### src/rtl/dp8acc_pkg.sv
package dp8acc_pkg;
   // control bits that travel with the lane sum into the second stage
   typedef struct packed {
      logic mixed;
      logic neg;
      logic sat;
   } dp8acc_ctrl_t;
endpackage

### src/rtl/dp8acc_lane_mul.sv
module dp8acc_lane_mul #(
   parameter int LANE_W = 8,
   localparam int PROD_W = 2 * LANE_W + 2
) (
   input  logic                     mixed,
   input  logic                     en,
   input  logic [LANE_W-1:0]        a,
   input  logic [LANE_W-1:0]        b,
   output logic signed [PROD_W-1:0] prod
);
   logic signed [LANE_W:0]   a_x;
   logic signed [LANE_W:0]   b_x;
   logic signed [PROD_W-1:0] p;

   always_comb begin
      // the first operand is sign-extended only in the mixed mode
      a_x  = {mixed & a[LANE_W-1], a};
      b_x  = {1'b0, b};
      p    = a_x * b_x;
      prod = en ? p : '0;
   end
endmodule

### src/rtl/dp8acc_front.sv
module dp8acc_front
   import dp8acc_pkg::*;
#(
   parameter int LANE_W = 8,
   parameter int LANES  = 4,
   localparam int SRC_W  = LANE_W * LANES,
   localparam int PROD_W = 2 * LANE_W + 2,
   localparam int SUM_W  = PROD_W + $clog2(LANES)
) (
   input  logic                    clk,
   input  logic                    rst,
   input  logic                    in_valid,
   input  logic [SRC_W-1:0]        src1,
   input  logic [SRC_W-1:0]        src2,
   input  logic [SRC_W-1:0]        src3,
   input  logic                    lanes4,
   input  logic                    pack_hi,
   input  dp8acc_ctrl_t            ctrl_in,
   output logic                    s1_valid,
   output logic signed [SUM_W-1:0] s1_sum,
   output logic [SRC_W-1:0]        s1_acc,
   output dp8acc_ctrl_t            s1_ctrl
);
   localparam int HALF = LANES / 2;

   logic signed [PROD_W-1:0] prod [LANES];
   logic signed [SUM_W-1:0]  lane_sum;

   for (genvar i = 0; i < LANES; i++) begin : g_lane
      localparam bit UPPER = (i >= HALF);
      logic lane_en;
      // every lane in wide mode, otherwise only the selected half
      assign lane_en = lanes4 | (pack_hi == UPPER);
      dp8acc_lane_mul #(.LANE_W(LANE_W)) mul_i (
         .mixed (ctrl_in.mixed),
         .en    (lane_en),
         .a     (src1[i*LANE_W +: LANE_W]),
         .b     (src2[i*LANE_W +: LANE_W]),
         .prod  (prod[i])
      );
   end

   always_comb begin
      lane_sum = '0;
      for (int k = 0; k < LANES; k++) begin
         lane_sum = lane_sum + SUM_W'(prod[k]);
      end
   end

   always_ff @(posedge clk) begin
      if (rst) begin
         s1_valid <= 1'b0;
         s1_sum   <= '0;
         s1_acc   <= '0;
         s1_ctrl  <= '0;
      end else begin
         s1_valid <= in_valid;
         if (in_valid) begin
            s1_sum  <= lane_sum;
            s1_acc  <= src3;
            s1_ctrl <= ctrl_in;
         end
      end
   end

   // an accepted operation reaches the second stage one clock later
   a_r10_stage1_follow : assert property (@(posedge clk) disable iff (rst)
      in_valid |=> s1_valid);
   a_r10_stage1_idle : assert property (@(posedge clk) disable iff (rst)
      !in_valid |=> !s1_valid);
endmodule

### src/rtl/dp8acc_back.sv
module dp8acc_back
   import dp8acc_pkg::*;
#(
   parameter int ACC_W = 32,
   parameter int SUM_W = 20,
   localparam int EXT_W = ((ACC_W > SUM_W) ? ACC_W : SUM_W) + 2
) (
   input  logic                    clk,
   input  logic                    rst,
   input  logic                    s1_valid,
   input  logic signed [SUM_W-1:0] s1_sum,
   input  logic [ACC_W-1:0]        s1_acc,
   input  dp8acc_ctrl_t            s1_ctrl,
   output logic                    out_valid,
   output logic [ACC_W-1:0]        result
);
   localparam logic signed [EXT_W-1:0] S_MAX =
      {{(EXT_W-ACC_W+1){1'b0}}, {(ACC_W-1){1'b1}}};
   localparam logic signed [EXT_W-1:0] S_MIN =
      {{(EXT_W-ACC_W+1){1'b1}}, {(ACC_W-1){1'b0}}};
   localparam logic signed [EXT_W-1:0] U_MAX =
      {{(EXT_W-ACC_W){1'b0}}, {ACC_W{1'b1}}};

   logic signed [EXT_W-1:0] acc_x;
   logic signed [EXT_W-1:0] sum_x;
   logic signed [EXT_W-1:0] total;
   logic signed [EXT_W-1:0] clamped;

   always_comb begin
      acc_x = {{(EXT_W-ACC_W){s1_ctrl.mixed & s1_acc[ACC_W-1]}}, s1_acc};
      sum_x = {{(EXT_W-SUM_W){s1_sum[SUM_W-1]}}, s1_sum};
      total = sum_x + (s1_ctrl.neg ? -acc_x : acc_x);
      clamped = total;
      if (s1_ctrl.sat) begin
         if (s1_ctrl.mixed) begin
            if (total > S_MAX)      clamped = S_MAX;
            else if (total < S_MIN) clamped = S_MIN;
         end else begin
            if (total > U_MAX)      clamped = U_MAX;
            else if (total < 0)     clamped = '0;
         end
      end
   end

   always_ff @(posedge clk) begin
      if (rst) begin
         out_valid <= 1'b0;
         result    <= '0;
      end else begin
         out_valid <= s1_valid;
         if (s1_valid) result <= clamped[ACC_W-1:0];
      end
   end

   // completion strobe one clock after the first stage
   a_r10_out_follow : assert property (@(posedge clk) disable iff (rst)
      s1_valid |=> out_valid);
   // result holds while nothing completes
   a_r10_hold : assert property (@(posedge clk) disable iff (rst)
      !s1_valid |=> $stable(result));
   // negative exact value in unsigned saturation gives zero
   a_r8_neg_clamp : assert property (@(posedge clk) disable iff (rst)
      (s1_valid && s1_ctrl.sat && !s1_ctrl.mixed && total < 0) |=> result == '0);
   // above the signed ceiling the result is the ceiling
   a_r7_pos_clamp : assert property (@(posedge clk) disable iff (rst)
      (s1_valid && s1_ctrl.sat && s1_ctrl.mixed && total > S_MAX)
      |=> result == S_MAX[ACC_W-1:0]);
   // without saturation the low bits of the exact value appear
   a_r9_wrap : assert property (@(posedge clk) disable iff (rst)
      (s1_valid && !s1_ctrl.sat) |=> result == $past(total[ACC_W-1:0]));
endmodule

### src/rtl/dp8acc_unit.sv
module dp8acc_unit
   import dp8acc_pkg::*;
#(
   parameter int LANE_W = 8,
   parameter int LANES  = 4,
   localparam int SRC_W  = LANE_W * LANES,
   localparam int PROD_W = 2 * LANE_W + 2,
   localparam int SUM_W  = PROD_W + $clog2(LANES)
) (
   input  logic             clk,
   input  logic             rst,
   input  logic             in_valid,
   input  logic [SRC_W-1:0] src1,
   input  logic [SRC_W-1:0] src2,
   input  logic [SRC_W-1:0] src3,
   input  logic             mode_mixed,
   input  logic             lanes4,
   input  logic             pack_hi,
   input  logic             acc_neg,
   input  logic             sat_en,
   output logic             out_valid,
   output logic [SRC_W-1:0] result
);
   if (LANES < 2 || (LANES % 2) != 0) begin : g_bad_lanes
      $error("dp8acc_unit: LANES must be even and at least 2");
   end
   if (LANE_W < 2) begin : g_bad_width
      $error("dp8acc_unit: LANE_W must be at least 2");
   end

   dp8acc_ctrl_t            ctrl_in;
   dp8acc_ctrl_t            s1_ctrl;
   logic                    s1_valid;
   logic signed [SUM_W-1:0] s1_sum;
   logic [SRC_W-1:0]        s1_acc;

   assign ctrl_in = '{mixed: mode_mixed, neg: acc_neg, sat: sat_en};

   dp8acc_front #(.LANE_W(LANE_W), .LANES(LANES)) front_i (
      .clk      (clk),
      .rst      (rst),
      .in_valid (in_valid),
      .src1     (src1),
      .src2     (src2),
      .src3     (src3),
      .lanes4   (lanes4),
      .pack_hi  (pack_hi),
      .ctrl_in  (ctrl_in),
      .s1_valid (s1_valid),
      .s1_sum   (s1_sum),
      .s1_acc   (s1_acc),
      .s1_ctrl  (s1_ctrl)
   );

   dp8acc_back #(.ACC_W(SRC_W), .SUM_W(SUM_W)) back_i (
      .clk       (clk),
      .rst       (rst),
      .s1_valid  (s1_valid),
      .s1_sum    (s1_sum),
      .s1_acc    (s1_acc),
      .s1_ctrl   (s1_ctrl),
      .out_valid (out_valid),
      .result    (result)
   );
endmodule

### config.mk
export PLATFORM = sky130hd
export DESIGN_NAME = dp8acc_unit
export DESIGN_NICKNAME = d
export VERILOG_FILES = /design/src/rtl/dp8acc_pkg.sv /design/src/rtl/dp8acc_lane_mul.sv /design/src/rtl/dp8acc_front.sv /design/src/rtl/dp8acc_back.sv /design/src/rtl/dp8acc_unit.sv
export SDC_FILE = /design/constraint.sdc
export NUM_CORES = 1
export LEC_CHECK = 0
export ABC_AREA = 1
export BUFFER_PORTS_ARGS = -buffer_cell sky130_fd_sc_hd__buf_2
export CORE_MARGIN = 3
export CORE_UTILIZATION = 40
export DETAILED_ROUTE_END_ITERATION = 7
export SLEW_MARGIN = 40
export SYNTH_ARGS = -nofsm -noshare
export SYNTH_HDL_FRONTEND = slang
export SYNTH_SLANG_ARGS = --single-unit
### constraint.sdc
create_clock -name clk -period 14 [get_ports clk]
set_input_delay 0.7 -clock clk [delete_from_list [all_inputs] [get_ports clk]]
set_output_delay 0.7 -clock clk [all_outputs]
set_load 0.01 [all_outputs]
==> impl_metrics.env, run 1 <==
export IMPL_finalNonFillerCells=3922
export IMPL_grt_use_total_pct=19.5
export IMPL_share_of_final_layout_standard_cells_stronger_than_drive_strength_1_pct=6.23
export IMPL_critical_path_top_cell_by_count="inv_1"
export IMPL_tritoncts_num_sinks=89
export IMPL_synth_seq_cells=89
export IMPL_insertion_delay_ns=0.36
export IMPL_cts_inserted_buffers=9
export IMPL_timing_critical_path_fanout_max=6
export IMPL_routed_wirelength_um=54000
export IMPL_dp_cells=3906
export IMPL_die_area_mm2=0.0556
export IMPL_gp_congestion=0.886
export IMPL_synth_warnings=0
export IMPL_hp_class="flop to flop"
export IMPL_number_of_cells_traversed_by_the_worst_hold_path=2
export IMPL_port_buffers=136
export IMPL_period_share_pct=55.4
export IMPL_start_util_pct=40.8
export IMPL_worst_clock_skew_ns=0.0143
export IMPL_core_area_mm2=0.0517
export IMPL_hold_wc_startpoint="back_i.result[14]"
export IMPL_regToRegEndpoint="back_i.result[12]"
export IMPL_num_nets_final=3818
export IMPL_clk_pin_slew_ns=0.07
export IMPL_status="complete, no violations"
export IMPL_grt_start_max_net_pins=70
export IMPL_initialDrtViolationCount=1062
export IMPL_total_congestion_overflow_after_global_routing=0
export IMPL_post_dp_hpwl_um=45000
export IMPL_synth_seq_area_share_pct=8.44
export IMPL_relSlewSlack_pct=44.4
export IMPL_via_count=18400
export IMPL_finalHoldViolations=0
export IMPL_ys_types=41
export IMPL_worst_endpoint_arrival_ns=8.02
export IMPL_syn_nets=3785
export IMPL_clk_root_buffer_cell="clkbuf_16"
export IMPL_cts_hold_buffers=0
export IMPL_ant_nets=0
export IMPL_remaining_drc_errors=0
export IMPL_worst_r2r_path_depth=30
export IMPL_cap_viol_max_count=0
export IMPL_setup_violations_final=0
export IMPL_detail_route_vias_per_cell=4.69
export IMPL_regToRegSetupSlack_ns=9.16
export IMPL_clock_fmax_ghz=0.129
export IMPL_count_of_boundary_i_o_pins=137
export IMPL_grt_antenna_before_repair=1
export IMPL_detailedRoute_firstPassIterationCount=7
export IMPL_rows=83
export IMPL_tightest_slew_ns=0.834
export IMPL_reg2reg_from="front_i.s1_acc[0]"
export IMPL_cts_tree="done"
export IMPL_area_growth_synth_to_final_pct=6.44
export IMPL_diodes=0
export IMPL_syn_instance_count=3204
export IMPL_clock_tree_buffer_depth=2
export IMPL_grt_setup_unrepaired="false"
export IMPL_first_global_vias=17800
export IMPL_horiz_die_dim_um=236
export IMPL_synth_area_mm2=0.0211
export IMPL_syn_mean_instance_area_um2=6.59
export IMPL_timing_critical_path_slowest_stage_cell="fa_1"
export IMPL_critical_path_max_stage_delay_ns=0.64
export IMPL_timing_setup_critical_path_class="input port to flop"
export IMPL_grt_pass1_wl_um=90200
export IMPL_cts_max_level=3
export IMPL_cts_post_setup_buffers_inserted=0
export IMPL_wire_length_per_cell_after_detailed_routing_um=13.8
export IMPL_finalSetupTns_ns=0
export IMPL_min_to="back_i.result[14]"
export IMPL_vert_die_dim_um=236
export IMPL_critPathCaptureType="flop"
export IMPL_worst_ep_required_time_ns=14.27
export IMPL_post_route_min_period_ns=7.75
export IMPL_worstSetupStartpointType="input port"
export IMPL_final_max_slew_viol_count=0
export IMPL_post_cts_resized=0
export IMPL_n_fill_cell=5638
-- cell families after synthesis --
family / share of synthesized area, %
AND/OR/NAND/NOR: 22.8
buffers and inverters: 17.0
adder cells (fa/ha/maj): 38.1
AO/OA/AOI/OAI: 9.96
XOR/XNOR: 3.69
flip-flops: 8.44
-- sequential cells by signal, indices dropped and copies added (netlist names) --
signal / flops
front_i.s1_valid: 1
front_i.s1_acc: 32
back_i.result: 32
front_i.s1_ctrl: 3
back_i.out_valid: 1
front_i.s1_sum: 20
-- placed cells by master (no fill, tap or decap), drive strengths merged, types with 5 or more instances in the layout --
master	count
a21oi	202
buf	142
clkbuf	9
clkinv	7
dfxtp	89
fa	276
ha	201
inv	818
nand2	807
nand3	79
nand4	7
nor2	291
nor3	18
o2111ai	5
o21ai	154
o21bai	11
or2	8
xnor2	32
xor2	57
-- per-layer routing --
layer | track usage [%] | wire [µm]
met5 | 0 | 0
met2 | 33.6 | 25800
met1 | 27.4 | 25900
met3 | 1.45 | 1760
met4 | 2.69 | 587
-- cells in the mapped netlist --
cell type	number	area share (%)
o41ai_1	1	0.041
nand3_2	3	0.14
nand3b_1	4	0.14
and2_1	1	0.030
o221ai_1	3	0.12
inv_1	810	14
buf_2	8	0.19
buf_6	8	0.43
and3_1	1	0.030
o211ai_1	4	0.14
nor3_1	18	0.43
nand2_2	10	0.30
a21boi_0	2	0.071
fa_1	276	26
or2_1	1	0.030
o21ai_0	154	3.7
clkbuf_1	103	1.8
nand4_1	7	0.21
a21oi_1	195	4.6
buf_1	1	0.018
xnor2_1	32	1.3
dfxtp_1	89	8.4
o31ai_1	2	0.071
nor2_1	286	5.1
xor2_1	57	2.4
o221a_2	1	0.053
inv_2	5	0.089
clkinv_1	3	0.053
nand2_4	2	0.11
nand2_1	795	14
o2111ai_1	5	0.21
a21oi_2	7	0.29
nand3_1	76	1.8
nor2_2	5	0.15
ha_1	201	12
a21o_1	1	0.036
a31oi_1	4	0.12
o21a_1	4	0.14
nor4_1	1	0.030
o21bai_1	11	0.39
or2_2	7	0.21
-- worst max-delay path: cells and delay by family --
kind                     cells  cell delay (ns)
adder cells (fa/ha/maj)      8             4.05
AND/OR/NAND/NOR             12             1.47
buffers and inverters        8             0.96
AO/OA/AOI/OAI                5             0.81
-- through the flow --
step                      util, %  hold WS, ns  instance area, µm²  worst slack [ns]
after floorplan                 -        0.449               21100              6.67
after global placement       42.9        0.451               22200              6.04
after detailed placement     42.9        0.452               22200              5.90
after CTS                    43.5        0.463               22500              6.27
after global routing         43.5        0.481               22500              5.61
final                        43.5        0.460               22500              6.25
-- how the worst max path moves through the flow --
stage / slack [ns] / cells after the start / startpoint / end
floorplan: 6.67 / 31 / src1[31] / front_i.s1_sum[19]
global placement: 6.04 / 32 / mode_mixed / front_i.s1_sum[19]
detailed placement: 5.90 / 33 / mode_mixed / front_i.s1_sum[19]
CTS: 6.27 / 33 / mode_mixed / front_i.s1_sum[19]
global route: 5.61 / 35 / mode_mixed / front_i.s1_sum[18]
finish: 6.25 / 33 / mode_mixed / front_i.s1_sum[19]
-- area by class of cell --
class,instances,area [µm²],share of cell area (%)
inverters,818,3070,13.7
clock inverters,7,71.3,0.317
repair buffers,142,728,3.24
flip-flops and latches,89,1780,7.93
clock buffers,9,225,1.00
multi-input cells,2177,15700,70.0
well taps,680,851,3.79
Power of run 1 is not shown: default switching activity piles up to over one toggle a cycle in this logic, so the estimate is an artifact.
==> inputs of run 2 (changes only) <==
clock period = 7.1 ns   (was 14 ns; I/O delays follow)
==> run 2 against run 1 <==
Against the previous run:
- sequential share of layout area shrank 0.46 points
- critical endpoint is now front_i.s1_sum[18]
- first-iteration DRC count down 21%
- critical path depth is 4 higher
- final cell count rose by 4.0%
==> impl_metrics.env, run 2 (same netlist as run 1, synthesis figures left out) <==
export IMPL_wire_length_per_cell_after_detailed_routing_um=13.3
export IMPL_timing_setup_critical_path_class="input port to flop"
export IMPL_fin_hold_ws_ns=0.223
export IMPL_grt_start_max_net_pins=54
export IMPL_insertion_delay_ns=0.36
export IMPL_grt_setup_unrepaired="true"
export IMPL_grt_antenna_before_repair=0
export IMPL_diodes=0
export IMPL_critical_path_startpoint="mode_mixed"
export IMPL_num_nets_final=3974
export IMPL_gp_congestion=0.909
export IMPL_dp_worst_setup_slack_ns=-0.337
export IMPL_relSlewSlack_pct=48.0
export IMPL_period_share_pct=94.4
export IMPL_first_global_vias=18600
export IMPL_remaining_drc_errors=0
export IMPL_fin_ws_ns=0.394
export IMPL_worst_r2r_path_depth=30
export IMPL_count_of_boundary_i_o_pins=137
export IMPL_regToRegSetupSlack_ns=2.24
export IMPL_cts_max_level=3
export IMPL_critPathCaptureType="flop"
export IMPL_final_core_utilization_pct=46.1
export IMPL_mostFrequentLayoutCells="804 x inv_1, 785 x nand2_1, 284 x nor2_1"
export IMPL_start_util_pct=40.8
export IMPL_detailedRoute_firstPassIterationCount=6
export IMPL_cap_viol_max_count=0
export IMPL_vert_die_dim_um=236
export IMPL_port_buffers=136
export IMPL_worstSetupStartpointType="input port"
export IMPL_ant_nets=0
export IMPL_largest_registers_in_the_final_layout="back_i.result: 32 flops, front_i.s1_acc: 32 flops, front_i.s1_sum: 20 flops"
export IMPL_timing_critical_path_slowest_stage_cell="fa_1"
export IMPL_final_max_slew_viol_count=0
export IMPL_timing_critical_path_fanout_max=4
export IMPL_area_growth_synth_to_final_pct=12.9
export IMPL_initialDrtViolationCount=834
export IMPL_post_route_min_period_ns=6.71
export IMPL_finalHoldViolations=0
export IMPL_die_area_mm2=0.0556
export IMPL_most_common_cell_after_layout_fill_and_taps_aside="inv_1"
export IMPL_tritoncts_num_sinks=89
export IMPL_worst_endpoint_arrival_ns=6.95
export IMPL_cts_inserted_buffers=9
export IMPL_number_of_cells_traversed_by_the_worst_hold_path=3
export IMPL_hold_wc_startpoint="src3[22]"
export IMPL_finalSetupTns_ns=0
export IMPL_rows=83
export IMPL_core_area_mm2=0.0517
export IMPL_routed_wirelength_um=54300
export IMPL_post_dp_hpwl_um=46100
export IMPL_min_to="front_i.s1_acc[22]"
export IMPL_n_fill_cell=5463
export IMPL_hp_class="input port to flop"
export IMPL_worst_clock_skew_ns=0.0134
export IMPL_critical_path_max_stage_delay_ns=0.57
export IMPL_clock_fmax_ghz=0.149
export IMPL_grt_use_total_pct=19.6
export IMPL_clk_pin_slew_ns=0.07
export IMPL_total_congestion_overflow_after_global_routing=0
export IMPL_via_count=18900
export IMPL_setup_violations_final=0
export IMPL_cts_tree="done"
export IMPL_status="complete, no violations"
export IMPL_clock_tree_buffer_depth=2
export IMPL_grt_pass1_wl_um=91500
export IMPL_reg2reg_from="front_i.s1_acc[0]"
export IMPL_tightest_slew_ns=0.780
export IMPL_clk_root_buffer_cell="clkbuf_16"
export IMPL_worst_ep_required_time_ns=7.35
export IMPL_detail_route_vias_per_cell=4.65
export IMPL_regToRegEndpoint="back_i.result[2]"
export IMPL_horiz_die_dim_um=236
export IMPL_share_of_final_layout_standard_cells_stronger_than_drive_strength_1_pct=11.8
-- run 2: cell count changes in the layout (fill, tap and decap cells not counted), moves of 5 or more --
cell / delta
nor3_1: -5
nand2_2: +10
inv_2: +5
a21oi_2: +7
buf_4: +155
ha_4: +6
inv_1: -5
o21ai_1: +7
o21ai_0: -8
nand2_1: -10
a21oi_1: -8
ha_1: -6
nor3_2: +5
-- run 2: repair_timing --
item	in CTS	in global routing
gates resized for setup	1	56
pin swaps	0	21
setup buffers	0	2
endpoints found under the hold margin	0	0
endpoints found under the setup margin	1	8
hold buffers	0	0
-- run 2: metrics by stage --
step | instance area, µm² | cells
2_1_floorplan | 21100 | 3204
3_3_place_gp | 23300 | 4060
3_5_place_dp | 23300 | 4060
4_1_cts | 23600 | 4076
5_1_grt | 23800 | 4078
6_report | 23800 | 4078
-- run 2: final cells by class --
| cell class | instances | area, µm² | area share (%) |
|---|---|---|---|
| clock buffer | 9 | 225 | 0.945 |
| clock inverter | 7 | 61.3 | 0.257 |
| inverter | 818 | 3070 | 12.9 |
| multi-input combinational | 2177 | 15900 | 66.9 |
| sequential | 89 | 1780 | 7.48 |
| tap | 680 | 851 | 3.57 |
| timing repair buffer | 298 | 1910 | 7.99 |
-- run 2: worst max-delay path: cells and delay by family --
kind / cells / cell delay [ns]
compound gates: 7 / 0.76
fa+ha+maj: 8 / 3.64
buf+inv: 11 / 1.25
simple gates: 11 / 0.94
-- run 2: per-layer routing --
metal  global-route usage (%)  vias to the layer above  routed length [µm]
li1                         -                     9853                   -
met1                     27.4                     8763               26200
met2                     34.0                      280               25900
met3                     1.50                       49                1640
met4                     2.89                        0                 646
met5                        0                        -                   0
-- run 2: worst max-delay path by stage --
stage / to / slack, ns / cells past startpoint
6_report: front_i.s1_sum[18] / 0.39 / 37
5_1_grt: front_i.s1_sum[18] / -0.003 / 37
4_1_cts: front_i.s1_sum[19] / 0.06 / 34
3_5_place_dp: front_i.s1_sum[18] / -0.34 / 34
3_3_place_gp: front_i.s1_sum[19] / -0.22 / 34
2_1_floorplan: front_i.s1_sum[19] / 0.12 / 31
Power of run 2 is left out for the same reason.
==> inputs of run 3 (changes only) <==
PLACE_DENSITY_LB_ADDON = 0.25   (was default)
==> run 3 against run 2 <==
Against the previous run:
- largest cell class unchanged
- clock skew fell by 0.0031 ns
- critical endpoint is now front_i.s1_sum[19]
- register-to-register slack barely moved
- final cell count rose by 0.27%
- hold slack got worse by 0.011 ns
- count of clock-buffer cells in the layout did not move
- die area did not move
- utilization rose by 0.065 points
- setup slack got worse by 0.037 ns
- critical path depth fell by 1
- routed wire length fell by 0.91%
==> impl_metrics.env, run 3 (same netlist as run 1, synthesis figures left out) <==
export IMPL_detailedRoute_firstPassIterationCount=5
export IMPL_route_layer_met1_wl_um=25300
export IMPL_first_global_vias=18700
export IMPL_tritoncts_num_sinks=89
export IMPL_critical_path_max_stage_delay_ns=0.55
export IMPL_vert_die_dim_um=236
export IMPL_area_growth_synth_to_final_pct=13.1
export IMPL_clock_tree_buffer_depth=2
export IMPL_final_max_slew_viol_count=0
export IMPL_port_buffers=136
export IMPL_relSlewSlack_pct=51.1
export IMPL_post_route_min_period_ns=6.74
export IMPL_clk_pin_slew_ns=0.08
export IMPL_mostFrequentLayoutCells="806 x inv_1, 789 x nand2_1, 284 x nor2_1"
export IMPL_worst_ep_required_time_ns=7.41
export IMPL_grt_pass1_wl_um=90600
export IMPL_timing_critical_path_fanout_max=4
export IMPL_final_core_utilization_pct=46.2
export IMPL_cts_inserted_buffers=9
export IMPL_ant_nets=0
export IMPL_via_count=19100
export IMPL_detail_route_vias_per_cell=4.67
export IMPL_placed_cell_area_mm2=0.0234
export IMPL_count_of_boundary_i_o_pins=137
export IMPL_total_congestion_overflow_after_global_routing=0
export IMPL_start_util_pct=40.8
export IMPL_detailroute_wirelength_met2_um=26000
export IMPL_fin_hold_ws_ns=0.212
export IMPL_initialDrtViolationCount=1057
export IMPL_worst_clock_skew_ns=0.0103
export IMPL_timing_critical_path_slowest_stage_cell="fa_1"
export IMPL_worstSetupStartpointType="input port"
export IMPL_timing_setup_critical_path_class="input port to flop"
export IMPL_critPathCaptureType="flop"
export IMPL_wl_met3_um=1700
export IMPL_cts_tree="done"
export IMPL_grt_start_max_net_pins=70
export IMPL_clock_fmax_ghz=0.148
export IMPL_cap_viol_max_count=0
export IMPL_grt_setup_unrepaired="true"
export IMPL_finalHoldViolations=0
export IMPL_period_share_pct=95.0
export IMPL_core_area_mm2=0.0517
export IMPL_routed_wirelength_um=53800
export IMPL_die_area_mm2=0.0556
export IMPL_most_common_cell_after_layout_fill_and_taps_aside="inv_1"
export IMPL_worst_endpoint_arrival_ns=7.05
export IMPL_remaining_drc_errors=0
export IMPL_cts_hold_buffers=0
export IMPL_postLayoutCellArea_mm2=0.0239
export IMPL_num_nets_final=3985
export IMPL_hp_class="input port to flop"
export IMPL_post_dp_hpwl_um=45500
export IMPL_largest_registers_in_the_final_layout="back_i.result: 32 flops, front_i.s1_acc: 32 flops, front_i.s1_sum: 20 flops"
export IMPL_grt_use_total_pct=19.4
export IMPL_cts_max_level=3
export IMPL_status="complete, no violations"
export IMPL_share_of_final_layout_standard_cells_stronger_than_drive_strength_1_pct=11.8
export IMPL_highest_signal_layer="met4"
export IMPL_insertion_delay_ns=0.36
export IMPL_diodes=0
export IMPL_horiz_die_dim_um=236
export IMPL_grt_antenna_before_repair=0
export IMPL_rows=83
export IMPL_gp_congestion=0.870
export IMPL_clk_root_buffer_cell="clkbuf_16"
export IMPL_wire_length_per_cell_after_detailed_routing_um=13.2
export IMPL_tightest_slew_ns=0.733
export IMPL_finalSetupTns_ns=0
export IMPL_setup_violations_final=0
[run 3: worst max-delay path, delay by kind of cell]
kind	cells	cell delay, ns
fa+ha+maj	8	3.68
simple gates	12	1.60
buf+inv	11	0.85
compound gates	5	0.55
[run 3: routing by layer]
metal  up-vias  GRT usage [%]
li1       9870              -
met1      8871           26.4
met2       321           33.9
met3        49           1.71
met4         0           3.74
met5         -              0
[run 3: metrics by stage]
step	setup WS, ns	std cells
finish	0.358	4089
detailed placement	-0.495	4071
global placement	-0.373	4071
floorplan	0.115	3204
CTS	0.0553	4087
global route	-0.0576	4089
[run 3: layout make-up]
type / count / area, µm²
Timing Repair Buffer: 309 / 1990
Tap cell: 680 / 851
Fill cell: 5479 / 27800
Clock inverter: 7 / 66.3
Clock buffer: 9 / 225
Multi-Input combinational cell: 2177 / 15900
Inverter: 818 / 3070
Sequential cell: 89 / 1780
[run 3: final timing paths]
check,start,to,slack (ns),depth (start not counted)
max reg2reg,front_i.s1_acc[0],back_i.result[25],2.24,30
min reg2reg,back_i.result[14],back_i.result[14],0.46,2
min,src3[20],front_i.s1_acc[20],0.21,3
max,mode_mixed,front_i.s1_sum[19],0.36,36
[run 3: timing repair]
item / 4_1_cts / 5_1_grt
endpoints found under the setup margin: 2 / 5
gates resized for setup: 3 / 43
endpoints found under the hold margin: 0 / 0
buffers inserted: 0 / 2
pin swaps: 0 / 8
Power of run 3 is left out for the same reason.
